### config.mk
export PLATFORM = sky130hd
export DESIGN_NAME = seq_addr_gen
export DESIGN_NICKNAME = d
export VERILOG_FILES = /design/src/rtl/seqag_pkg.sv /design/src/rtl/seqag_addr_reg.sv /design/src/rtl/seqag_seq_track.sv /design/src/rtl/seqag_pc_wb.sv /design/src/rtl/seq_addr_gen.sv
export SDC_FILE = /design/constraint.sdc
export NUM_CORES = 1
export LEC_CHECK = 0
export ABC_AREA = 1
export BUFFER_PORTS_ARGS = -buffer_cell sky130_fd_sc_hd__buf_2
export CAP_MARGIN = 20
export CORE_MARGIN = 5
export CORE_UTILIZATION = 44
export CTS_CLUSTER_SIZE = 24
export DETAILED_ROUTE_END_ITERATION = 12
export PLACE_DENSITY = 0.88
export SLEW_MARGIN = 10
export SYNTH_ARGS = -nofsm -noshare
export SYNTH_HDL_FRONTEND = slang
export SYNTH_HIERARCHICAL = 1
export SYNTH_SLANG_ARGS = --single-unit
export TNS_END_PERCENT = 100
### constraint.sdc
create_clock -name clk -period 1.4 [get_ports clk]
set_input_delay 0.07 -clock clk [delete_from_list [all_inputs] [get_ports clk]]
set_output_delay 0.07 -clock clk [all_outputs]
set_load 0.05 [all_outputs]
### src/rtl/seqag_pkg.sv
package seqag_pkg;
  // Classification of the access currently on the bus.
  typedef enum logic {
    ACC_NONSEQ = 1'b0,
    ACC_SEQ    = 1'b1
  } acc_kind_e;

  localparam int unsigned DEF_ADDR_W     = 32;
  localparam int unsigned DEF_WORD_BYTES = 4;
endpackage

### src/rtl/seqag_addr_reg.sv
module seqag_addr_reg #(
  parameter int unsigned AW         = seqag_pkg::DEF_ADDR_W,
  parameter int unsigned WORD_BYTES = seqag_pkg::DEF_WORD_BYTES,
  parameter logic [AW-1:0] RESET_ADDR = '0
) (
  input  logic          clk,
  input  logic          rst_n,
  input  logic          step_en,
  input  logic          load_en,
  input  logic [AW-1:0] load_addr,
  output logic [AW-1:0] cur_addr,
  output logic [AW-1:0] inc_addr
);
  localparam logic [AW-1:0] STEP       = AW'(WORD_BYTES);
  localparam logic [AW-1:0] ALIGN_MASK = ~(AW'(WORD_BYTES - 1));

  logic [AW-1:0] addr_q;
  logic [AW-1:0] addr_d;

  // The incrementer belongs to the address register, not to the PC.
  assign inc_addr = addr_q + STEP;

  always_comb begin
    addr_d = addr_q;
    if (load_en)      addr_d = load_addr & ALIGN_MASK;
    else if (step_en) addr_d = inc_addr;
  end

  always_ff @(posedge clk) begin
    if (!rst_n) addr_q <= RESET_ADDR & ALIGN_MASK;
    else        addr_q <= addr_d;
  end

  assign cur_addr = addr_q;
endmodule

### src/rtl/seqag_seq_track.sv
module seqag_seq_track
  import seqag_pkg::*;
(
  input  logic clk,
  input  logic rst_n,
  input  logic advance,
  input  logic load_take,
  output logic seq_hint
);
  acc_kind_e kind_q;

  // Any explicit load forces a full cycle; an incrementer step is sequential.
  always_ff @(posedge clk) begin
    if (!rst_n)       kind_q <= ACC_NONSEQ;
    else if (advance) kind_q <= load_take ? ACC_NONSEQ : ACC_SEQ;
  end

  assign seq_hint = (kind_q == ACC_SEQ);
endmodule

### src/rtl/seqag_pc_wb.sv
module seqag_pc_wb #(
  parameter int unsigned AW = seqag_pkg::DEF_ADDR_W
) (
  input  logic          advance,
  input  logic          load_take,
  input  logic          blk_mode,
  input  logic [AW-1:0] inc_addr,
  output logic          pc_wr_valid,
  output logic [AW-1:0] pc_wr_data
);
  // The next fetch address is bypassed to the PC in the cycle it is formed.
  assign pc_wr_valid = advance & ~load_take & ~blk_mode;
  assign pc_wr_data  = inc_addr;
endmodule

### src/rtl/seq_addr_gen.sv
module seq_addr_gen #(
  parameter int unsigned AW         = seqag_pkg::DEF_ADDR_W,
  parameter int unsigned WORD_BYTES = seqag_pkg::DEF_WORD_BYTES,
  parameter logic [AW-1:0] RESET_ADDR = '0
) (
  input  logic          clk,
  input  logic          rst_n,
  input  logic          ld_valid,
  output logic          ld_ready,
  input  logic [AW-1:0] ld_addr,
  input  logic          blk_mode,
  input  logic          advance,
  output logic [AW-1:0] bus_addr,
  output logic          seq_hint,
  output logic          pc_wr_valid,
  output logic [AW-1:0] pc_wr_data
);
  logic          load_take;
  logic          step_take;
  logic [AW-1:0] inc_addr;

  assign ld_ready  = advance;
  assign load_take = ld_valid & advance;
  assign step_take = advance & ~ld_valid;

  seqag_addr_reg #(
    .AW(AW), .WORD_BYTES(WORD_BYTES), .RESET_ADDR(RESET_ADDR)
  ) u_addr (
    .clk(clk), .rst_n(rst_n), .step_en(step_take), .load_en(load_take),
    .load_addr(ld_addr), .cur_addr(bus_addr), .inc_addr(inc_addr)
  );

  seqag_seq_track u_seq (
    .clk(clk), .rst_n(rst_n), .advance(advance), .load_take(load_take),
    .seq_hint(seq_hint)
  );

  seqag_pc_wb #(.AW(AW)) u_pc (
    .advance(advance), .load_take(load_take), .blk_mode(blk_mode),
    .inc_addr(inc_addr), .pc_wr_valid(pc_wr_valid), .pc_wr_data(pc_wr_data)
  );
endmodule

==> flow_summary.html, run 1 <==
<table>
<tr><th>Metric</th><th>Value</th></tr>
<tr><th colspan="2">Run status</th></tr>
<tr><td>Status</td><td>finished with violations</td></tr>
<tr><td>Violations in the final reports</td><td>setup timing</td></tr>
<tr><th colspan="2">Layout</th></tr>
<tr><td>Storage element area</td><td>696.9 um2</td></tr>
<tr><td>Filler-free cell count of the finished design</td><td>552</td></tr>
<tr><td>Filler instances</td><td>411</td></tr>
<tr><td>Area occupied by multi-input gates</td><td>1777 um2</td></tr>
<tr><td>Proportion of layout cells with a drive suffix above 1</td><td>57.92%</td></tr>
<tr><td>Fin nets</td><td>517</td></tr>
<tr><td>Synth-to-layout area growth</td><td>55.43%</td></tr>
<tr><td>Antenna Cells</td><td>0</td></tr>
<tr><th colspan="2">STA</th></tr>
<tr><td>RSZ-0062 raised after global routing</td><td>yes</td></tr>
<tr><td>Slew Limit Headroom</td><td>55.43%</td></tr>
<tr><td>Number of failing setup endpoints in the final timing report</td><td>50</td></tr>
<tr><td>Final min period</td><td>1789 ps</td></tr>
<tr><td>Share of the cycle needed by the critical path after routing</td><td>127.8%</td></tr>
<tr><td>Hold slack</td><td>40.20 ps</td></tr>
<tr><td>Worst Skew</td><td>4.329 ps</td></tr>
<tr><td>Worst Setup Slack, final</td><td>-388.7 ps</td></tr>
<tr><td>Final number of hold-violating endpoints</td><td>0</td></tr>
<tr><td>Maximum clock frequency</td><td>0.5591 GHz</td></tr>
<tr><td>Final max-slew violation count</td><td>0</td></tr>
<tr><td>Worst slew pin tran</td><td>667.6 ps</td></tr>
<tr><th colspan="2">Route</th></tr>
<tr><td>Final WL</td><td>8.622 mm</td></tr>
<tr><td>Antenna Violating Nets Remaining</td><td>0</td></tr>
<tr><td>DRC violation total after the first TritonRoute iteration</td><td>290</td></tr>
<tr><td>Via count of the routed design</td><td>2819</td></tr>
<tr><td>Average wire per cell in the routed design</td><td>15.62 um</td></tr>
<tr><td>Pre-antenna DRT Iters</td><td>5</td></tr>
<tr><td>Uppermost layer routed</td><td>met4</td></tr>
<tr><td>Routed metal-1 wirelength</td><td>3.346 mm</td></tr>
<tr><td>DRC errors left</td><td>0</td></tr>
<tr><td>WL met3</td><td>650 um</td></tr>
<tr><td>Number of vias per cell</td><td>5.107</td></tr>
<tr><td>Routed wire length on met2</td><td>4.473 mm</td></tr>
<tr><th colspan="2">Power and ir drop</th></tr>
<tr><td>Leak</td><td>1.681 nW</td></tr>
<tr><td>Largest voltage drop on the vdd net</td><td>0.4293 mV</td></tr>
<tr><td>Total power per unit cell area</td><td>684.0 nW/um2</td></tr>
<tr><th colspan="2">Placement</th></tr>
<tr><td>Port Buffer Count</td><td>97</td></tr>
<tr><td>Dpl hpwl</td><td>5.634 mm</td></tr>
<tr><td>DP Cell Count</td><td>530</td></tr>
<tr><td>Final weighted congestion in routability-driven placement</td><td>0.8857</td></tr>
<tr><th colspan="2">Worst setup path</th></tr>
<tr><td>CP max stage cell</td><td>sky130_fd_sc_hd__dfxtp_4</td></tr>
<tr><td>Required time at the endpoint of the critical path</td><td>1330 ps</td></tr>
<tr><td>Largest fanout on the critical path</td><td>5</td></tr>
<tr><td>Critical path's most frequent cell</td><td>sky130_fd_sc_hd__nand2_2</td></tr>
<tr><td>R2R setup slack</td><td>-130 ps</td></tr>
<tr><td>Element type at the critical path end</td><td>output port</td></tr>
<tr><td>Worst Path Arrival</td><td>1720 ps</td></tr>
<tr><td>CP cell instances</td><td>nand2_2, nor2_4, nand2_2, nor2_4, nand2_1, nand2_1, nand2_2, buf_8</td></tr>
<tr><td>Delay of the slowest cell on the worst path</td><td>380 ps</td></tr>
<tr><td>Critical Setup Path Class</td><td>reg2out</td></tr>
<tr><td>Crit path launch type</td><td>flip-flop</td></tr>
<tr><th colspan="2">GRT</th></tr>
<tr><td>Number of antenna violations at the first check in global routing</td><td>0</td></tr>
<tr><td>Overall routing resource usage</td><td>22.01%</td></tr>
<tr><td>Global route overflow</td><td>0</td></tr>
<tr><td>Pin count of the biggest net entering global routing</td><td>29</td></tr>
<tr><td>First-pass GRT wire length</td><td>13.01 mm</td></tr>
<tr><td>Via count of the first global-routing pass</td><td>2733</td></tr>
<tr><th colspan="2">Clock network</th></tr>
<tr><td>Reg clk slew, reported paths</td><td>70 ps</td></tr>
<tr><td>Clk Tree Root Cell</td><td>sky130_fd_sc_hd__clkbuf_8</td></tr>
<tr><td>TritonCTS clock tree</td><td>done</td></tr>
<tr><td>Number of buffers created by CTS</td><td>5</td></tr>
<tr><td>H-tree depth reported by CTS</td><td>2</td></tr>
<tr><td>Buffer levels on the longest clock path</td><td>2</td></tr>
<tr><td>Sinks on the clock net</td><td>31</td></tr>
<tr><td>Worst-skew pair later-pin latency</td><td>290 ps</td></tr>
<tr><th colspan="2">Synthesis</th></tr>
<tr><td>Unique cell type count in the Yosys netlist</td><td>23</td></tr>
<tr><td>Sequential cell area fraction in the yosys report</td><td>25.15%</td></tr>
<tr><td>Post-synthesis instance area</td><td>2467 um2</td></tr>
<tr><td>Synthesized netlist cell count</td><td>371</td></tr>
<tr><td>Number of warnings reported in the yosys synthesis log</td><td>6</td></tr>
<tr><td>Mean cell area of the mapped netlist</td><td>6.651 um2</td></tr>
<tr><td>Synthesized flop and latch total</td><td>31</td></tr>
<tr><th colspan="2">Floorplanning</th></tr>
<tr><td>Initial cell density of the core</td><td>45.08%</td></tr>
<tr><td>Die X</td><td>84.89 um</td></tr>
<tr><td>Top Ports</td><td>104</td></tr>
<tr><td>Core Area</td><td>5473 um2</td></tr>
<tr><td>Die height</td><td>84.89 um</td></tr>
<tr><td>Num rows</td><td>27</td></tr>
<tr><td>Overall die area</td><td>7205 um2</td></tr>
<tr><th colspan="2">Flow run</th></tr>
<tr><td>Max-cap violations</td><td>0</td></tr>
<tr><th colspan="2">Min path</th></tr>
<tr><td>Class of the worst hold path</td><td>in2reg</td></tr>
</table>
==> final timing paths <==
path	to	cells after the start	start
setup / recovery	pc_wr_data[23]	8	u_addr/cur_addr[4]
hold / removal	u_addr/cur_addr[8]	3	ld_addr[8]
setup reg to reg	u_addr/cur_addr[23]	9	u_addr/cur_addr[4]
hold reg to reg	u_seq/seq_hint	2	u_seq/seq_hint
==> cell usage after synthesis (all sizes together) <==
cell type | n | area [um2]
nand2 | 134 | 535.5
nor2 | 45 | 256.5
buf | 39 | 287.8
dfxtp | 31 | 620.6
inv | 24 | 90.08
a21oi | 21 | 105.1
a22oi | 21 | 157.7
nand3 | 12 | 60.06
xor2 | 11 | 148.9
clkbuf | 9 | 33.78
a31oi | 7 | 43.79
nand3b | 6 | 45.04
and2 | 5 | 31.28
xnor2 | 4 | 35.03
conb | 1 | 3.750
ha | 1 | 12.51
==> logic make-up (layout without fill, tap and decap cells) <==
group,after synthesis,in the layout,synth area share (%)
AND/OR/NAND/NOR,202,202,37.63
buffers and inverters,72,178,16.68
AO/OA/AOI/OAI,49,49,12.42
flip-flops,31,31,25.15
XOR/XNOR,15,15,7.454
adder cells (fa/ha/maj),1,1,0.5070
other,1,4,0.1520
==> stage by stage <==
step / setup TNS (ps) / setup WS (ps) / total power [mW] / util (%) / instance area [um2]
after floorplan: -894.9 / -121.6 / 1.636 / - / 2608
after global placement: -736.9 / -131.8 / 1.779 / 56.49 / 3092
after detailed placement: -1474 / -157.6 / 1.793 / 56.49 / 3092
after CTS: -7228 / -375.0 / 2.580 / 65.80 / 3601
after global routing: -12880 / -463.2 / 2.733 / 70.07 / 3835
final: -9129 / -388.7 / 2.623 / 70.07 / 3835
==> where the power goes <==
| group | internal, mW | switching, mW |
|---|---|---|
| registers | 0.920 | 0.0617 |
| clock network | 0.353 | 0.334 |
| logic | 0.319 | 0.635 |
==> cell type report <==
cell class	instances	area share [%]
well taps	72	2.349
multi-input cells	271	46.33
inverters	24	2.349
flip-flops and latches	31	18.17
clock buffers	8	2.088
repair buffers	146	28.71
==> what timing repair did <==
item,4_1_cts,5_1_grt
resized for setup,94,48
setup endpoints to repair,39,53
pin swaps,27,26
hold buffers,0,0
setup buffers,8,7
==> cells in the final DEF (no fill, tap or decap) <==
cell                         n
sky130_fd_sc_hd__nand2_1   102
sky130_fd_sc_hd__buf_2      69
sky130_fd_sc_hd__buf_4      42
sky130_fd_sc_hd__nand2_2    29
sky130_fd_sc_hd__buf_6      24
sky130_fd_sc_hd__inv_1      23
sky130_fd_sc_hd__a22oi_1    21
sky130_fd_sc_hd__nor2_2     17
sky130_fd_sc_hd__nor2_1     17
sky130_fd_sc_hd__dfxtp_4    16
sky130_fd_sc_hd__dfxtp_2    13
sky130_fd_sc_hd__a21oi_2    12
sky130_fd_sc_hd__nor2_4     11
sky130_fd_sc_hd__buf_8      10
sky130_fd_sc_hd__xor2_2      9
sky130_fd_sc_hd__a21oi_1     9
sky130_fd_sc_hd__a31oi_1     7
sky130_fd_sc_hd__nand3_1     6
sky130_fd_sc_hd__nand3b_1    6
sky130_fd_sc_hd__clkbuf_8    5
sky130_fd_sc_hd__nand3_2     5
sky130_fd_sc_hd__xnor2_4     4
sky130_fd_sc_hd__conb_1      4
sky130_fd_sc_hd__clkbuf_1    3
sky130_fd_sc_hd__nand2_4     3
sky130_fd_sc_hd__and2_4      3
sky130_fd_sc_hd__and2_1      2
sky130_fd_sc_hd__xor2_4      2
sky130_fd_sc_hd__dfxtp_1     2
sky130_fd_sc_hd__nand3_4     1
sky130_fd_sc_hd__inv_2       1
sky130_fd_sc_hd__ha_4        1
sky130_fd_sc_hd__buf_12      1
==> state kept, by name (all words and copies together), names as in the netlist <==
register / flops
u_addr/cur_addr: 30
u_seq/seq_hint: 1
==> worst max-delay path: cells and delay by family, from the launching register on <==
kind	cells	cell delay (ps)
DFF	1	380
and+or+nand+nor	7	900
buffers and inverters	1	150
==> layer usage <==
layer  global-route usage, %  vias up
li1                        -     1353
met1                   26.14     1310
met2                   39.50      139
met3                   5.243       17
met4                   6.043        0
met5                       0        -
Note: power is estimated with default switching activity, not from simulation.
==> run 2, diff against run 1 <==
Settings changed: CORE_UTILIZATION 44 to 40, PLACE_DENSITY 0.88 to 0.82.
==> flow_summary.html, run 2 (synthesis gave the netlist of run 1 again) <==
<table>
<tr><th>Metric</th><th>Value</th></tr>
<tr><th colspan="2">Run status</th></tr>
<tr><td>Status</td><td>finished with violations</td></tr>
<tr><td>Violations in the final reports</td><td>setup timing</td></tr>
<tr><th colspan="2">Floorplanning</th></tr>
<tr><td>Num rows</td><td>28 (+3.7%)</td></tr>
<tr><td>Core Area</td><td>5956 um2 (+8.8%)</td></tr>
<tr><td>Initial cell density of the core</td><td>41.43% (-3.7 points)</td></tr>
<tr><td>Die height</td><td>88.54 um (+4.3%)</td></tr>
<tr><td>Top Ports</td><td>104 (unchanged)</td></tr>
<tr><td>Overall die area</td><td>7839 um2 (+8.8%)</td></tr>
<tr><td>Die X</td><td>88.54 um (+4.3%)</td></tr>
<tr><th colspan="2">Route</th></tr>
<tr><td>Final WL</td><td>8.592 mm (-0.35%)</td></tr>
<tr><td>Average wire per cell in the routed design</td><td>15.32 um (-1.9%)</td></tr>
<tr><td>Via count of the routed design</td><td>2864 (+1.6%)</td></tr>
<tr><td>DRC violation total after the first TritonRoute iteration</td><td>124 (-57%)</td></tr>
<tr><td>Number of vias per cell</td><td>5.105 (about the same)</td></tr>
<tr><td>DRC errors left</td><td>0 (unchanged)</td></tr>
<tr><td>Pre-antenna DRT Iters</td><td>6 (+1)</td></tr>
<tr><td>Antenna Violating Nets Remaining</td><td>0 (unchanged)</td></tr>
<tr><th colspan="2">Layout</th></tr>
<tr><td>Flip-flop count of the largest register after layout</td><td>30 (unchanged)</td></tr>
<tr><td>Storage element area</td><td>696.9 um2 (unchanged)</td></tr>
<tr><td>Highest-count cells in the layout ignoring fill and taps</td><td>102 x sky130_fd_sc_hd__nand2_1, 69 x sky130_fd_sc_hd__buf_2, 47 x sky130_fd_sc_hd__buf_4</td></tr>
<tr><td>Proportion of layout cells with a drive suffix above 1</td><td>58.44% (+0.52 points)</td></tr>
<tr><td>Filler-free cell count of the finished design</td><td>561 (+1.6%)</td></tr>
<tr><td>Antenna Cells</td><td>0 (unchanged)</td></tr>
<tr><td>Fin nets</td><td>523 (+1.2%)</td></tr>
<tr><td>Synth-to-layout area growth</td><td>57.35%</td></tr>
<tr><td>Utilization of the core after routing</td><td>65.19% (-4.9 points)</td></tr>
<tr><td>Area occupied by multi-input gates</td><td>1789 um2 (+0.70%)</td></tr>
<tr><td>Most frequent standard cell in the layout excluding fill and tap cells</td><td>sky130_fd_sc_hd__nand2_1</td></tr>
<tr><td>Post-route design area</td><td>3882 um2 (+1.2%)</td></tr>
<tr><td>Filler instances</td><td>476 (+16%)</td></tr>
<tr><th colspan="2">STA</th></tr>
<tr><td>RSZ-0062 raised after global routing</td><td>yes</td></tr>
<tr><td>Share of the cycle needed by the critical path after routing</td><td>130.6% (+2.8 points)</td></tr>
<tr><td>Worst slew pin tran</td><td>692.7 ps (+25.07 ps)</td></tr>
<tr><td>Final min period</td><td>1828 ps (+39.28 ps)</td></tr>
<tr><td>Worst Setup Slack, final</td><td>-428.0 ps (-39.28 ps)</td></tr>
<tr><td>Maximum clock frequency</td><td>0.5470 GHz (-2.1%)</td></tr>
<tr><td>Final max-slew violation count</td><td>0 (unchanged)</td></tr>
<tr><td>Worst Skew</td><td>9.500 ps (+5.171 ps)</td></tr>
<tr><td>Final number of hold-violating endpoints</td><td>0 (unchanged)</td></tr>
<tr><td>Slew Limit Headroom</td><td>53.75% (-1.7 points)</td></tr>
<tr><td>Number of failing setup endpoints in the final timing report</td><td>52 (+4.0%)</td></tr>
<tr><th colspan="2">Placement</th></tr>
<tr><td>Dpl hpwl</td><td>5.801 mm (+3.0%)</td></tr>
<tr><td>Port Buffer Count</td><td>97 (unchanged)</td></tr>
<tr><td>Cell area reported after detailed placement</td><td>3115 um2 (+0.77%)</td></tr>
<tr><td>Final weighted congestion in routability-driven placement</td><td>1.003 (+13%)</td></tr>
<tr><td>DP Cell Count</td><td>534 (+0.75%)</td></tr>
<tr><td>Place WS</td><td>-198.4 ps (-40.85 ps)</td></tr>
<tr><th colspan="2">Worst setup path</th></tr>
<tr><td>Crit path launch type</td><td>flip-flop</td></tr>
<tr><td>R2R setup slack</td><td>-310 ps (-180 ps)</td></tr>
<tr><td>Largest fanout on the critical path</td><td>4 (-1)</td></tr>
<tr><td>Worst Path Arrival</td><td>1760 ps (+40 ps)</td></tr>
<tr><td>Critical Setup Path Class</td><td>reg2out</td></tr>
<tr><td>Required time at the endpoint of the critical path</td><td>1330 ps (about the same)</td></tr>
<tr><td>Worst Reg2Reg Path Length in Cells</td><td>12 (+3)</td></tr>
<tr><td>Element type at the critical path end</td><td>output port</td></tr>
<tr><th colspan="2">Power and ir drop</th></tr>
<tr><td>Largest voltage drop on the vdd net</td><td>0.3652 mV (-15%)</td></tr>
<tr><td>Total power per unit cell area</td><td>678.1 nW/um2 (-0.87%)</td></tr>
<tr><td>Leak</td><td>1.717 nW (+2.1%)</td></tr>
<tr><th colspan="2">GRT</th></tr>
<tr><td>Met3 demand-to-capacity share in global routing</td><td>4.842% (-0.40 points)</td></tr>
<tr><td>Met1 track demand over resource in global routing</td><td>23.92% (-2.2 points)</td></tr>
<tr><td>Global Route met2 Usage</td><td>36.23% (-3.3 points)</td></tr>
<tr><td>Global route overflow</td><td>0 (unchanged)</td></tr>
<tr><td>Via count of the first global-routing pass</td><td>2801 (+2.5%)</td></tr>
<tr><td>Number of antenna violations at the first check in global routing</td><td>0 (unchanged)</td></tr>
<tr><td>First-pass GRT wire length</td><td>12.57 mm (-3.3%)</td></tr>
<tr><td>Pin count of the biggest net entering global routing</td><td>31 (+6.9%)</td></tr>
<tr><td>Overall routing resource usage</td><td>20.32% (-1.7 points)</td></tr>
<tr><td>Layer with the highest usage</td><td>met2</td></tr>
<tr><th colspan="2">Flow run</th></tr>
<tr><td>Max-cap violations</td><td>0 (unchanged)</td></tr>
<tr><th colspan="2">Min path</th></tr>
<tr><td>Count of cells along the worst hold path</td><td>3 (unchanged)</td></tr>
<tr><td>Class of the worst hold path</td><td>in2reg</td></tr>
<tr><th colspan="2">Clock network</th></tr>
<tr><td>Worst-skew pair later-pin latency</td><td>290 ps (about the same)</td></tr>
<tr><td>H-tree depth reported by CTS</td><td>2 (unchanged)</td></tr>
<tr><td>TritonCTS clock tree</td><td>done</td></tr>
<tr><td>Sinks on the clock net</td><td>31 (unchanged)</td></tr>
<tr><td>Reg clk slew, reported paths</td><td>70 ps (about the same)</td></tr>
<tr><td>Number of buffers created by CTS</td><td>5 (unchanged)</td></tr>
<tr><td>Buffer levels on the longest clock path</td><td>2 (unchanged)</td></tr>
<tr><td>Clk Tree Root Cell</td><td>sky130_fd_sc_hd__clkbuf_8</td></tr>
</table>
run 2: what timing repair did:
item	in CTS	in global routing
endpoints found under the setup margin	36	54
hold buffers	0	0
buffers inserted	11	9
pin swaps	27	25
resized for setup	93	47
run 2: layout make-up:
cell class	instances	area share, %
flip-flops and latches	31	17.95
multi-input cells	271	46.08
repair buffers	152	29.13
clock inverters	1	0.1289
clock buffers	7	1.966
inverters	24	2.320
well taps	75	2.417
run 2: stage by stage:
step	TNS (ps)	hold slack (ps)	power (mW)
2_1_floorplan	-894.9	167.0	1.636
3_3_place_gp	-879.6	312.6	1.795
3_5_place_dp	-1314	317.7	1.807
4_1_cts	-7948	19.68	2.575
5_1_grt	-16050	21.55	2.724
6_report	-12150	24.39	2.633
run 2: critical path: stages, from the launching register on:
cell and delay, ps:
sky130_fd_sc_hd__dfxtp_4 360, sky130_fd_sc_hd__ha_4 150, sky130_fd_sc_hd__nand2_4 50, sky130_fd_sc_hd__nor2_4 140, sky130_fd_sc_hd__nand2_4 90, sky130_fd_sc_hd__buf_6 130, sky130_fd_sc_hd__nor2_4 150, sky130_fd_sc_hd__nand3b_1 120
sky130_fd_sc_hd__nand2_2 120, sky130_fd_sc_hd__buf_8 150
run 2: routing by layer:
layer	share of wire [%]	vias up
met3	6.9	19
met2	52	107
met5	0	-
met1	39	1374
li1	-	1364
met4	2.0	0
run 2: path summary, 6_finish.rpt:
check	end	from
worst max register to register	u_addr/cur_addr[20]	u_addr/cur_addr[2]
worst min-delay path	u_addr/cur_addr[3]	rst_n
worst max-delay path	pc_wr_data[20]	u_addr/cur_addr[2]
worst min register to register	u_seq/seq_hint	u_seq/seq_hint
run 2: where the power goes:
group / internal, mW / switching (mW) / total [mW]
clock: 0.348 / 0.336 / 0.685
sequential: 0.920 / 0.0558 / 0.976
combinational: 0.329 / 0.643 / 0.972
==> run 3, diff against run 2 <==
Settings changed: PLACE_DENSITY 0.82 to 0.75.
==> flow_summary.html, run 3 (synthesis gave the netlist of run 1 again) <==
<table>
<tr><th>Metric</th><th>Value</th></tr>
<tr><th colspan="2">Run status</th></tr>
<tr><td>Status</td><td>finished with violations</td></tr>
<tr><td>Violations in the final reports</td><td>setup timing</td></tr>
<tr><th colspan="2">Floorplanning</th></tr>
<tr><td>Top Ports</td><td>104 (unchanged)</td></tr>
<tr><td>Initial cell density of the core</td><td>41.43% (unchanged)</td></tr>
<tr><td>Die X</td><td>88.54 um (unchanged)</td></tr>
<tr><td>Overall die area</td><td>7839 um2 (unchanged)</td></tr>
<tr><td>Num rows</td><td>28 (unchanged)</td></tr>
<tr><td>Die height</td><td>88.54 um (unchanged)</td></tr>
<tr><td>Core Area</td><td>5956 um2 (unchanged)</td></tr>
<tr><th colspan="2">Clock network</th></tr>
<tr><td>Sinks on the clock net</td><td>31 (unchanged)</td></tr>
<tr><td>H-tree depth reported by CTS</td><td>2 (unchanged)</td></tr>
<tr><td>Worst-skew pair later-pin latency</td><td>280 ps (about the same)</td></tr>
<tr><td>Number of buffers created by CTS</td><td>5 (unchanged)</td></tr>
<tr><td>Buffer levels on the longest clock path</td><td>2 (unchanged)</td></tr>
<tr><td>Clk Tree Root Cell</td><td>sky130_fd_sc_hd__clkbuf_8</td></tr>
<tr><td>Reg clk slew, reported paths</td><td>60 ps (about the same)</td></tr>
<tr><td>TritonCTS clock tree</td><td>done</td></tr>
<tr><th colspan="2">Power and ir drop</th></tr>
<tr><td>Gate power share</td><td>37.0% (about the same)</td></tr>
<tr><td>Fraction of power spent switching nets</td><td>39.37% (+0.048 points)</td></tr>
<tr><td>Largest voltage drop on the vdd net</td><td>0.3755 mV (+2.8%)</td></tr>
<tr><td>Clock network power share</td><td>26.3% (+0.3 points)</td></tr>
<tr><td>Total Power Consumption</td><td>2.650 mW (+0.64%)</td></tr>
<tr><td>Total power per unit cell area</td><td>667.2 nW/um2 (-1.6%)</td></tr>
<tr><td>Design internal power</td><td>1.607 mW (+0.56%)</td></tr>
<tr><td>Leak</td><td>1.792 nW (+4.4%)</td></tr>
<tr><td>Total net switching power</td><td>1.043 mW (+0.77%)</td></tr>
<tr><td>Share of power burned in registers</td><td>36.6% (-0.5 points)</td></tr>
<tr><th colspan="2">STA</th></tr>
<tr><td>Final min period</td><td>1822 ps (-6.510 ps)</td></tr>
<tr><td>Share of the cycle needed by the critical path after routing</td><td>130.1% (-0.47 points)</td></tr>
<tr><td>RSZ-0062 raised after global routing</td><td>yes</td></tr>
<tr><td>Slew Limit Headroom</td><td>58.90% (+5.1 points)</td></tr>
<tr><td>Setup TNS after final layout</td><td>-10970 ps (+1182 ps)</td></tr>
<tr><td>Worst Setup Slack, final</td><td>-421.5 ps (+6.510 ps)</td></tr>
<tr><td>Maximum clock frequency</td><td>0.5490 GHz (+0.36%)</td></tr>
<tr><td>Worst slew pin tran</td><td>615.6 ps (-77.11 ps)</td></tr>
<tr><td>Final number of hold-violating endpoints</td><td>0 (unchanged)</td></tr>
<tr><td>Final max-slew violation count</td><td>0 (unchanged)</td></tr>
<tr><td>Number of failing setup endpoints in the final timing report</td><td>50 (-3.8%)</td></tr>
<tr><td>Worst Skew</td><td>5.078 ps (-4.422 ps)</td></tr>
<tr><th colspan="2">Worst setup path</th></tr>
<tr><td>End of the worst register-to-register path</td><td>u_addr/cur_addr[17]</td></tr>
<tr><td>Largest fanout on the critical path</td><td>5 (+1)</td></tr>
<tr><td>Start of the worst register-to-register path</td><td>u_addr/cur_addr[4]</td></tr>
<tr><td>R2R setup slack</td><td>-220 ps (+90 ps)</td></tr>
<tr><td>Element type at the critical path end</td><td>output port</td></tr>
<tr><td>Critical Setup Path Class</td><td>reg2out</td></tr>
<tr><td>Worst Reg2Reg Path Length in Cells</td><td>8 (-4)</td></tr>
<tr><td>Required time at the endpoint of the critical path</td><td>1330 ps (about the same)</td></tr>
<tr><td>Worst Path Arrival</td><td>1750 ps (about the same)</td></tr>
<tr><td>Crit path launch type</td><td>flip-flop</td></tr>
<tr><th colspan="2">Layout</th></tr>
<tr><td>Proportion of layout cells with a drive suffix above 1</td><td>57.46% (-0.98 points)</td></tr>
<tr><td>Filler-free cell count of the finished design</td><td>571 (+1.8%)</td></tr>
<tr><td>Synth-to-layout area growth</td><td>60.95%</td></tr>
<tr><td>Utilization of the core after routing</td><td>66.68% (+1.5 points)</td></tr>
<tr><td>Flip-flop count of the largest register after layout</td><td>30 (unchanged)</td></tr>
<tr><td>Highest-count cells in the layout ignoring fill and taps</td><td>102 x sky130_fd_sc_hd__nand2_1, 69 x sky130_fd_sc_hd__buf_2, 54 x sky130_fd_sc_hd__buf_4</td></tr>
<tr><td>Antenna Cells</td><td>0 (unchanged)</td></tr>
<tr><td>Most frequent standard cell in the layout excluding fill and tap cells</td><td>sky130_fd_sc_hd__nand2_1</td></tr>
<tr><td>Fin nets</td><td>533 (+1.9%)</td></tr>
<tr><td>Post-route design area</td><td>3971 um2 (+2.3%)</td></tr>
<tr><th colspan="2">Min path</th></tr>
<tr><td>Class of the worst hold path</td><td>in2reg</td></tr>
<tr><td>Beginning of the worst hold path</td><td>rst_n</td></tr>
<tr><td>Count of cells along the worst hold path</td><td>3 (unchanged)</td></tr>
<tr><td>Hold Path Sink</td><td>u_addr/cur_addr[2]</td></tr>
<tr><th colspan="2">Route</th></tr>
<tr><td>Number of vias per cell</td><td>5.039 (-1.3%)</td></tr>
<tr><td>Pre-antenna DRT Iters</td><td>5 (-1)</td></tr>
<tr><td>DRC errors left</td><td>0 (unchanged)</td></tr>
<tr><td>Antenna Violating Nets Remaining</td><td>0 (unchanged)</td></tr>
<tr><td>DRC violation total after the first TritonRoute iteration</td><td>195 (+57%)</td></tr>
<tr><td>Final WL</td><td>8.831 mm (+2.8%)</td></tr>
<tr><td>Average wire per cell in the routed design</td><td>15.47 um (+0.98%)</td></tr>
<tr><td>Via count of the routed design</td><td>2877 (+0.45%)</td></tr>
<tr><th colspan="2">GRT</th></tr>
<tr><td>First-pass GRT wire length</td><td>12.88 mm (+2.5%)</td></tr>
<tr><td>Pin count of the biggest net entering global routing</td><td>29 (-6.5%)</td></tr>
<tr><td>Number of antenna violations at the first check in global routing</td><td>0 (unchanged)</td></tr>
<tr><td>Via count of the first global-routing pass</td><td>2691 (-3.9%)</td></tr>
<tr><td>Global route overflow</td><td>0 (unchanged)</td></tr>
<tr><td>Overall routing resource usage</td><td>20.95% (+0.63 points)</td></tr>
<tr><th colspan="2">Flow run</th></tr>
<tr><td>Max-cap violations</td><td>0 (unchanged)</td></tr>
<tr><th colspan="2">Placement</th></tr>
<tr><td>Port Buffer Count</td><td>97 (unchanged)</td></tr>
<tr><td>Final weighted congestion in routability-driven placement</td><td>0.8896 (-11%)</td></tr>
<tr><td>Cell area reported after detailed placement</td><td>3186 um2 (+2.2%)</td></tr>
<tr><td>Dpl hpwl</td><td>5.848 mm (+0.80%)</td></tr>
<tr><td>DP Cell Count</td><td>545 (+2.1%)</td></tr>
</table>
[run 3: cell count changes in the layout (fill, tap and decap cells not counted), sizes merged]
| cell | change |
|---|---|
| buf | +10 |
[run 3: stage by stage]
step / hold slack (ps) / worst slack, ps
global placement: 313.8 / -151.0
detailed placement: 310.1 / -172.7
CTS: 21.17 / -403.1
global route: 28.06 / -484.5
floorplan: 167.0 / -121.6
finish: 21.99 / -421.5
[run 3: critical path, stage by stage (launching register included)]
cell and delay (ps):
sky130_fd_sc_hd__dfxtp_4 370, sky130_fd_sc_hd__ha_4 160, sky130_fd_sc_hd__nand2_4 50, sky130_fd_sc_hd__nor2_4 100, sky130_fd_sc_hd__nand2_4 100, sky130_fd_sc_hd__nor2_4 190, sky130_fd_sc_hd__buf_4 140, sky130_fd_sc_hd__nand3b_1 90
sky130_fd_sc_hd__nand2_2 100, sky130_fd_sc_hd__buf_8 150
[run 3: power by group through the flow]
stage	logic [mW]	registers, mW	clock network [mW]
2_1_floorplan	0.476	1.16	0
3_3_place_gp	0.821	0.986	0
3_5_place_dp	0.829	0.988	0
4_1_cts	0.924	0.970	0.705
5_1_grt	1.03	0.979	0.745
6_report	0.981	0.971	0.698
[run 3: cell type report]
cell class	count	area, um2
tap	75	93.84
timing repair buffer	162	1245
fill	495	1984
multi-input combinational	271	1764
inverter	24	90.09
clock inverter	1	5.005
clock buffer	7	76.32
sequential	31	696.9
[run 3: worst max path at each step]
stage,start,slack [ps],endpoint,depth (start not counted)
2_1_floorplan,u_addr/cur_addr[3],-120,pc_wr_data[22],9
3_3_place_gp,u_addr/cur_addr[3],-150,pc_wr_data[22],9
3_5_place_dp,u_addr/cur_addr[3],-170,pc_wr_data[22],9
4_1_cts,u_addr/cur_addr[2],-400,pc_wr_data[22],9
5_1_grt,u_addr/cur_addr[3],-480,pc_wr_data[18],8
6_report,u_addr/cur_addr[3],-420,pc_wr_data[26],9
[run 3: routing by layer]
metal	GRT usage [%]	vias up	routed length [um]
li1	-	1383	-
met5	0	-	0
met4	5.082	0	182
met2	37.59	125	4636
met1	25.55	1343	3343
met3	4.376	26	668
[run 3: repair_timing]
action / 4_1_cts / 5_1_grt
gates resized for setup: 92 / 47
buffers inserted: 8 / 11
endpoints found under the hold margin: 0 / 0
hold buffers: 0 / 0
endpoints found under the setup margin: 41 / 54
pin swaps: 33 / 27
